[src/rtl/nrzi_tx_pkg.sv]
package nrzi_tx_pkg;
  typedef enum logic [2:0] {
    TX_IDLE  = 3'd0,
    TX_SYNC  = 3'd1,
    TX_DATA  = 3'd2,
    TX_EOP   = 3'd3,
    TX_JTAIL = 3'd4
  } tx_state_e;
endpackage

[src/rtl/nrzi_tx_framer.sv]
module nrzi_tx_framer
  import nrzi_tx_pkg::*;
#(
  parameter int DATA_W   = 8,
  parameter int SYNC_LEN = 8,
  parameter int EOP_LEN  = 2
) (
  input  logic              clk,
  input  logic              rst,
  input  logic              bit_en,
  input  logic [DATA_W-1:0] in_data,
  input  logic              in_valid,
  input  logic              in_last,
  input  logic              stuff_now,
  output logic              in_ready,
  output logic              in_packet,
  output logic              src_valid,
  output logic              src_bit,
  output logic              se0_slot,
  output logic              j_slot
);
  localparam int BIT_IW  = (DATA_W > 1) ? $clog2(DATA_W) : 1;
  localparam int SYNC_CW = (SYNC_LEN > 1) ? $clog2(SYNC_LEN) : 1;
  localparam int EOP_CW  = (EOP_LEN > 1) ? $clog2(EOP_LEN) : 1;
  localparam logic [BIT_IW-1:0]  LAST_IDX  = BIT_IW'(DATA_W - 1);
  localparam logic [SYNC_CW-1:0] SYNC_LAST = SYNC_CW'(SYNC_LEN - 1);
  localparam logic [EOP_CW-1:0]  EOP_LAST  = EOP_CW'(EOP_LEN - 1);

  tx_state_e          state;
  logic [BIT_IW-1:0]  bit_idx;
  logic [SYNC_CW-1:0] sync_cnt;
  logic [EOP_CW-1:0]  eop_cnt;
  logic [DATA_W-1:0]  shreg;
  logic               last_q;

  assign in_packet = (state == TX_SYNC) || (state == TX_DATA);

  always_comb begin
    src_valid = 1'b0;
    src_bit   = 1'b0;
    se0_slot  = 1'b0;
    j_slot    = 1'b0;
    in_ready  = 1'b0;
    case (state)
      TX_IDLE: begin
        if (in_valid) begin
          src_valid = 1'b1;
          src_bit   = 1'b0;
        end else begin
          j_slot = 1'b1;
        end
      end
      TX_SYNC: begin
        if (!stuff_now) begin
          src_valid = 1'b1;
          src_bit   = (sync_cnt == SYNC_LAST);
        end
      end
      TX_DATA: begin
        if (!stuff_now) begin
          if (bit_idx == '0) begin
            if (last_q) begin
              se0_slot = 1'b1;
            end else begin
              in_ready = bit_en;
              if (in_valid) begin
                src_valid = 1'b1;
                src_bit   = in_data[0];
              end else begin
                se0_slot = 1'b1;
              end
            end
          end else begin
            src_valid = 1'b1;
            src_bit   = shreg[bit_idx];
          end
        end
      end
      TX_EOP:   se0_slot = 1'b1;
      TX_JTAIL: j_slot   = 1'b1;
      default:  j_slot   = 1'b1;
    endcase
  end

  always_ff @(posedge clk) begin
    if (rst) begin
      state    <= TX_IDLE;
      bit_idx  <= '0;
      sync_cnt <= '0;
      eop_cnt  <= '0;
      shreg    <= '0;
      last_q   <= 1'b0;
    end else if (bit_en) begin
      case (state)
        TX_IDLE: begin
          if (in_valid) begin
            state    <= TX_SYNC;
            sync_cnt <= SYNC_CW'(1);
            last_q   <= 1'b0;
            bit_idx  <= '0;
          end
        end
        TX_SYNC: begin
          if (!stuff_now) begin
            if (sync_cnt == SYNC_LAST) begin
              state   <= TX_DATA;
              bit_idx <= '0;
            end else begin
              sync_cnt <= sync_cnt + 1'b1;
            end
          end
        end
        TX_DATA: begin
          if (!stuff_now) begin
            if (bit_idx == '0) begin
              if (last_q || !in_valid) begin
                state   <= TX_EOP;
                eop_cnt <= EOP_CW'(1);
              end else begin
                shreg   <= in_data;
                last_q  <= in_last;
                bit_idx <= BIT_IW'(1);
              end
            end else if (bit_idx == LAST_IDX) begin
              bit_idx <= '0;
            end else begin
              bit_idx <= bit_idx + 1'b1;
            end
          end
        end
        TX_EOP: begin
          if (eop_cnt == EOP_LAST) state <= TX_JTAIL;
          else                     eop_cnt <= eop_cnt + 1'b1;
        end
        TX_JTAIL: state <= TX_IDLE;
        default:  state <= TX_IDLE;
      endcase
    end
  end

  // a byte is only taken inside an active bit slot of the data phase
  assert_take_in_slot_R4: assert property (@(posedge clk) disable iff (rst)
    (in_ready && in_valid) |=> (state == TX_DATA) || (state == TX_EOP));
endmodule

[src/rtl/nrzi_tx_stuffer.sv]
module nrzi_tx_stuffer #(
  parameter int STUFF_RUN = 6
) (
  input  logic clk,
  input  logic rst,
  input  logic bit_en,
  input  logic active,
  input  logic src_valid,
  input  logic src_bit,
  output logic stuff_now
);
  localparam int RW = $clog2(STUFF_RUN + 1);
  localparam logic [RW-1:0] RUN_MAX = RW'(STUFF_RUN);

  logic [RW-1:0] run_cnt;

  assign stuff_now = active && (run_cnt == RUN_MAX);

  always_ff @(posedge clk) begin
    if (rst) begin
      run_cnt <= '0;
    end else if (bit_en) begin
      if (stuff_now)                  run_cnt <= '0;
      else if (src_valid && src_bit)  run_cnt <= run_cnt + 1'b1;
      else                            run_cnt <= '0;
    end
  end

  // the framer never sends a one once the run is full
  assert_no_seventh_one_R5: assert property (@(posedge clk) disable iff (rst)
    (bit_en && src_valid && src_bit) |-> (run_cnt < RUN_MAX));
endmodule

[src/rtl/nrzi_tx_line.sv]
module nrzi_tx_line (
  input  logic clk,
  input  logic rst,
  input  logic bit_en,
  input  logic send_valid,
  input  logic send_bit,
  input  logic se0_slot,
  input  logic j_slot,
  output logic line_out,
  output logic se0_out
);
  always_ff @(posedge clk) begin
    if (rst) begin
      line_out <= 1'b1;
      se0_out  <= 1'b0;
    end else if (bit_en) begin
      if (se0_slot) begin
        se0_out  <= 1'b1;
        line_out <= 1'b0;
      end else if (j_slot) begin
        se0_out  <= 1'b0;
        line_out <= 1'b1;
      end else if (send_valid) begin
        se0_out  <= 1'b0;
        line_out <= send_bit ? line_out : ~line_out;
      end
    end
  end

  assert_zero_toggles_R2: assert property (@(posedge clk) disable iff (rst)
    (bit_en && send_valid && !send_bit && !se0_slot && !j_slot)
      |=> (line_out != $past(line_out)));

  assert_hold_between_slots_R6: assert property (@(posedge clk) disable iff (rst)
    !bit_en |=> ($stable(line_out) && $stable(se0_out)));

  assert_j_after_se0_R8: assert property (@(posedge clk) disable iff (rst)
    $fell(se0_out) |-> line_out);
endmodule

[src/rtl/nrzi_stuff_tx.sv]
module nrzi_stuff_tx #(
  parameter int DATA_W    = 8,
  parameter int SYNC_LEN  = 8,
  parameter int STUFF_RUN = 6,
  parameter int EOP_LEN   = 2
) (
  input  logic              clk,
  input  logic              rst,
  input  logic              bit_en,
  input  logic [DATA_W-1:0] in_data,
  input  logic              in_valid,
  input  logic              in_last,
  output logic              in_ready,
  output logic              line_out,
  output logic              se0_out
);
  logic in_packet;
  logic src_valid;
  logic src_bit;
  logic se0_slot;
  logic j_slot;
  logic stuff_now;
  logic send_valid;
  logic send_bit;

  nrzi_tx_framer #(
    .DATA_W  (DATA_W),
    .SYNC_LEN(SYNC_LEN),
    .EOP_LEN (EOP_LEN)
  ) u_framer (
    .clk      (clk),
    .rst      (rst),
    .bit_en   (bit_en),
    .in_data  (in_data),
    .in_valid (in_valid),
    .in_last  (in_last),
    .stuff_now(stuff_now),
    .in_ready (in_ready),
    .in_packet(in_packet),
    .src_valid(src_valid),
    .src_bit  (src_bit),
    .se0_slot (se0_slot),
    .j_slot   (j_slot)
  );

  nrzi_tx_stuffer #(
    .STUFF_RUN(STUFF_RUN)
  ) u_stuffer (
    .clk      (clk),
    .rst      (rst),
    .bit_en   (bit_en),
    .active   (in_packet),
    .src_valid(src_valid),
    .src_bit  (src_bit),
    .stuff_now(stuff_now)
  );

  assign send_valid = src_valid | stuff_now;
  assign send_bit   = src_bit & ~stuff_now;

  nrzi_tx_line u_line (
    .clk       (clk),
    .rst       (rst),
    .bit_en    (bit_en),
    .send_valid(send_valid),
    .send_bit  (send_bit),
    .se0_slot  (se0_slot),
    .j_slot    (j_slot),
    .line_out  (line_out),
    .se0_out   (se0_out)
  );

  // no byte is taken while a stuffed zero occupies the slot
  assert_ready_no_stuff_R7: assert property (@(posedge clk) disable iff (rst)
    in_ready |-> !stuff_now);

  // each bit slot carries exactly one kind of line action at most
  assert_single_action_R8: assert property (@(posedge clk) disable iff (rst)
    bit_en |-> $onehot0({src_valid, stuff_now, se0_slot, j_slot}));
endmodule

[config.mk]
export PLATFORM = sky130hd
export DESIGN_NAME = nrzi_stuff_tx
export DESIGN_NICKNAME = d
export VERILOG_FILES = /design/src/rtl/nrzi_tx_pkg.sv /design/src/rtl/nrzi_tx_framer.sv /design/src/rtl/nrzi_tx_stuffer.sv /design/src/rtl/nrzi_tx_line.sv /design/src/rtl/nrzi_stuff_tx.sv
export SDC_FILE = /design/constraint.sdc
export NUM_CORES = 1
export LEC_CHECK = 0
export ABC_CLOCK_PERIOD_IN_PS = 2400
export BUFFER_PORTS_ARGS = -buffer_cell sky130_fd_sc_hd__buf_4
export CAP_MARGIN = 20
export CORE_AREA = 2 2 62 64
export DETAILED_ROUTE_END_ITERATION = 7
export DIE_AREA = 0 0 64 66
export PLACE_DENSITY_LB_ADDON = 0.05
export SYNTH_ARGS = -nofsm -noshare
export SYNTH_HDL_FRONTEND = slang
export SYNTH_SLANG_ARGS = --single-unit
[constraint.sdc]
create_clock -name clk -period 2.4 [get_ports clk]
set_clock_uncertainty 0.15 [all_clocks]
set_input_delay 0.36 -clock clk [delete_from_list [all_inputs] [get_ports clk]]
set_output_delay 0.36 -clock clk [all_outputs]
set_load 0.1 [all_outputs]
==> summary.txt <==
Run status
  – Status: finished, final reports clean

Global route
  – First-pass GRT wire length: 5.126 mm
  – GRT busiest layer: met2
  – Total GRT Usage: 15.69%
  – Met2 Use GR: 27.60%
  – Initial antenna violation count: 0
  – GR Util met3: 2.726%
  – GR Util met1: a little under a fifth
  – Vias in the first global route: around 1,100
  – Maximum number of pins on one net before global-route repair: 29
  – Gr ovfl total: 0

Critical path
  – Worst EP arrival: 1750 ps
  – CP Max Fanout: 10
  – CP startpoint kind: flop
  – Critical path class: flop to output port
  – Required @ worst endpoint: about 1900 ps
  – CP endpoint kind: output port

Timing
  – Final Hold Viols: 0
  – FMAX: 442.2 MHz
  – Setup Viol. Count Final: 0
  – Final Cycle Share: 94.23%
  – Slew Limit Fails: 0
  – Final TNS setup: 0 ps
  – Worst Max-Slew Pin Slew: 428.3 ps
  – Unrepaired setup endpoints after global routing: false
  – Final min period: about 2300 ps
  – Slew margin rel.: 71.41%

Power
  – Clock Power Share: 24.2%
  – Pleak: 0.6131 nW
  – Power per cell area: 539.8 mW/mm^2
  – Switching share of power: approximately a third
  – Combinational Power Share: 25.7%
  – Reg power frac: 50.0%
  – Max VDD drop: 0.0002522 V
  – Tot Pwr: 0.0008800 W
  – Power Internal: 0.0006038 W
  – Psw: 0.0002761 W

Floorplan
  – Core footprint: 0.003551 mm^2
  – Die area: 0.004224 mm^2
  – Initial Util: 40.35%
  – Die height: 66 um
  – Top Ports: 16
  – Row Count: 22
  – Die width: 64 um

Placed design
  – Placer Congestion: between 0.8 and 0.9
  – HPWL after DPL: 2.218 mm
  – DP Area: 0.001572 mm^2
  – PortBufs: 15
  – Cells after DPL: 221

Clock network
  – # hold bufs at CTS: 0
  – Reg clk slew, reported paths: around 130 ps
  – Num CTS Buffers: 3
  – Clk_lat worst skew: 310 ps
  – Post CTS Setup Buffer Count: 0
  – Longest Clk Path Bufs: 2
  – Clock root cell: clkbuf_4
  – Clock H-tree levels: 1
  – Clk sinks: 24
  – TritonCTS clock tree: built

Logic synthesis
  – Register bit total from synthesis: 24
  – Post-Syn Nets: 184
  – Post-synth top flop: dfxtp_1
  – Seq/Total Area, Yosys: 33.54%
  – Post-synth ARST share: 0%
  – Synth unique cells: 47
  – Synth Cell Area: 0.001433 mm^2
  – Mapped Cells: 164
  – Area leader, netlist: dfxtp_1
  – YS warnings: 0
  – Yosys top cell area share: 33.54%
  – Post-synth EDFFs: 0
  – Synth top area cells: dfxtp_1, a21oi_1, mux2i_1
  – Syn Area/Cell: 8.736 um^2

Drt
  – DRT antenna net count: 0
  – Drt pass-1 iters: 4
  – Drt total wl: approximately 2.9 mm
  – Via density: 5.098
  – Routed vias: about 1,100
  – Drt first-iter violations: 68
  – DRC: 0
  – Wire per inst: 13.04 um

Run
  – Max-cap viol count: 0

Final layout
  – Area Overhead vs Synth: 13.80%
  – Post-Layout Inst Area: 0.001630 mm^2
  – Nets: 198
  – Layout cells sized above 1: 23.16%
  – Final cell count without fillers: 225
  – Number of fill cells in the layout: ~350
  – N_diodes: 0
  – Util after Layout: 45.91%

Min path
  – Hold crit path type: input port to flop
-- cell type report --
| class | count | area (um^2) | share of cell area (%) |
|---|---|---|---|
| Inverter | 7 | 26.28 | 1.612 |
| Tap cell | 48 | 60.06 | 3.684 |
| Timing Repair Buffer | 17 | 135.1 | 8.289 |
| Sequential cell | 24 | 483.0 | 29.62 |
| Clock buffer | 4 | 36.28 | 2.226 |
| Multi-Input combinational cell | 125 | 889.6 | 54.57 |
-- stage by stage --
stage / setup slack (ps) / hold WS, ps
3_5_place_dp: 241.8 / 313.8
4_1_cts: 10.28 / 121.4
2_1_floorplan: 240.7 / 281.2
3_3_place_gp: 284.4 / 306.0
6_report: 138.5 / 130.3
5_1_grt: 1.182 / 117.0
-- layout by cell type, fill, tap and decap left out, types with 3 or more instances in the layout --
master and instances:
a21oi_1 18, buf_4 16, clkbuf_4 3, dfxtp_1 22
ha_1 6, inv_1 7, mux2i_1 9, nand2_1 16
nand2b_1 8, nand3_1 3, nor2_1 7, nor2b_1 3
nor3_1 5, o21ai_0 11
-- Yosys cell counts (2+ instances only) --
master	instances
nand4b_1	2
a21oi_1	18
clkbuf_1	3
mux2i_1	9
nor3_1	5
nor2_1	8
o21ai_0	11
nand3b_1	2
nor3b_2	2
nor2b_1	4
ha_1	7
buf_6	3
dfxtp_1	24
nand2b_1	8
nand2_1	17
nand3_1	3
inv_1	7
and3_4	2
-- power groups by stage --
stage,clock network (W),logic [W],registers (W)
after floorplan,0,0.000161,0.000460
after global placement,0,0.000222,0.000449
after detailed placement,0,0.000224,0.000450
after CTS,0.000223,0.000227,0.000441
after global routing,0.000242,0.000248,0.000444
final,0.000213,0.000226,0.000440
-- per-layer routing --
layer / wire length [um] / up-vias
met5: 0 / -
met4: 22 / 0
met3: 67 / 2
met2: 1533 / 10
met1: 1311 / 528
li1: - / 607
-- final timing paths --
path                                     start  cells after the start  slack (ps)                                end
max           u_framer.bit_idx[0]$_SDFFE_PP0P_                      6         140                           in_ready
min                                 in_data[4]                      3         130     u_framer.shreg[4]$_SDFFE_PP0P_
max reg2reg  u_stuffer.run_cnt[0]$_SDFFE_PP0P_                      7         420     u_framer.state[2]$_SDFFE_PP0P_
min reg2reg  u_framer.sync_cnt[1]$_SDFFE_PP0P_                      2         330  u_framer.sync_cnt[1]$_SDFFE_PP0P_
-- state kept, by name (all words and copies together), names as in the netlist --
| name | flops |
|---|---|
| u_framer.bit_idx | 3 |
| u_line.line_out | 1 |
| u_framer.eop_cnt | 1 |
| u_framer.last_q | 1 |
| u_framer.shreg | 8 |
| u_line.se0_out | 1 |
| u_framer.state | 3 |
| u_framer.sync_cnt | 3 |
| u_stuffer.run_cnt | 3 |
-- worst max-delay path, stage by stage (launching register included) --
cell	delay [ps]
dfxtp_2	380
inv_1	80
ha_2	240
nor2b_4	190
nand4_4	190
nor2_4	140
buf_8	200
-- logic make-up after synthesis --
group	share of synthesized area, %
AOI/OAI and AO/OA	17.82
xor gates and xnor gates	0.6115
adders and majority gates	6.113
buffers and inverters	5.764
DFF	33.54
muxes	7.074
and+or+nand+nor	29.08
-- timing repair --
| item | 4_1_cts | 5_1_grt |
|---|---|---|
| setup endpoints to repair | 1 | 1 |
| gates resized for setup | 3 | 5 |
| pin swaps | 0 | 0 |
(Power assumes the default switching activity.)
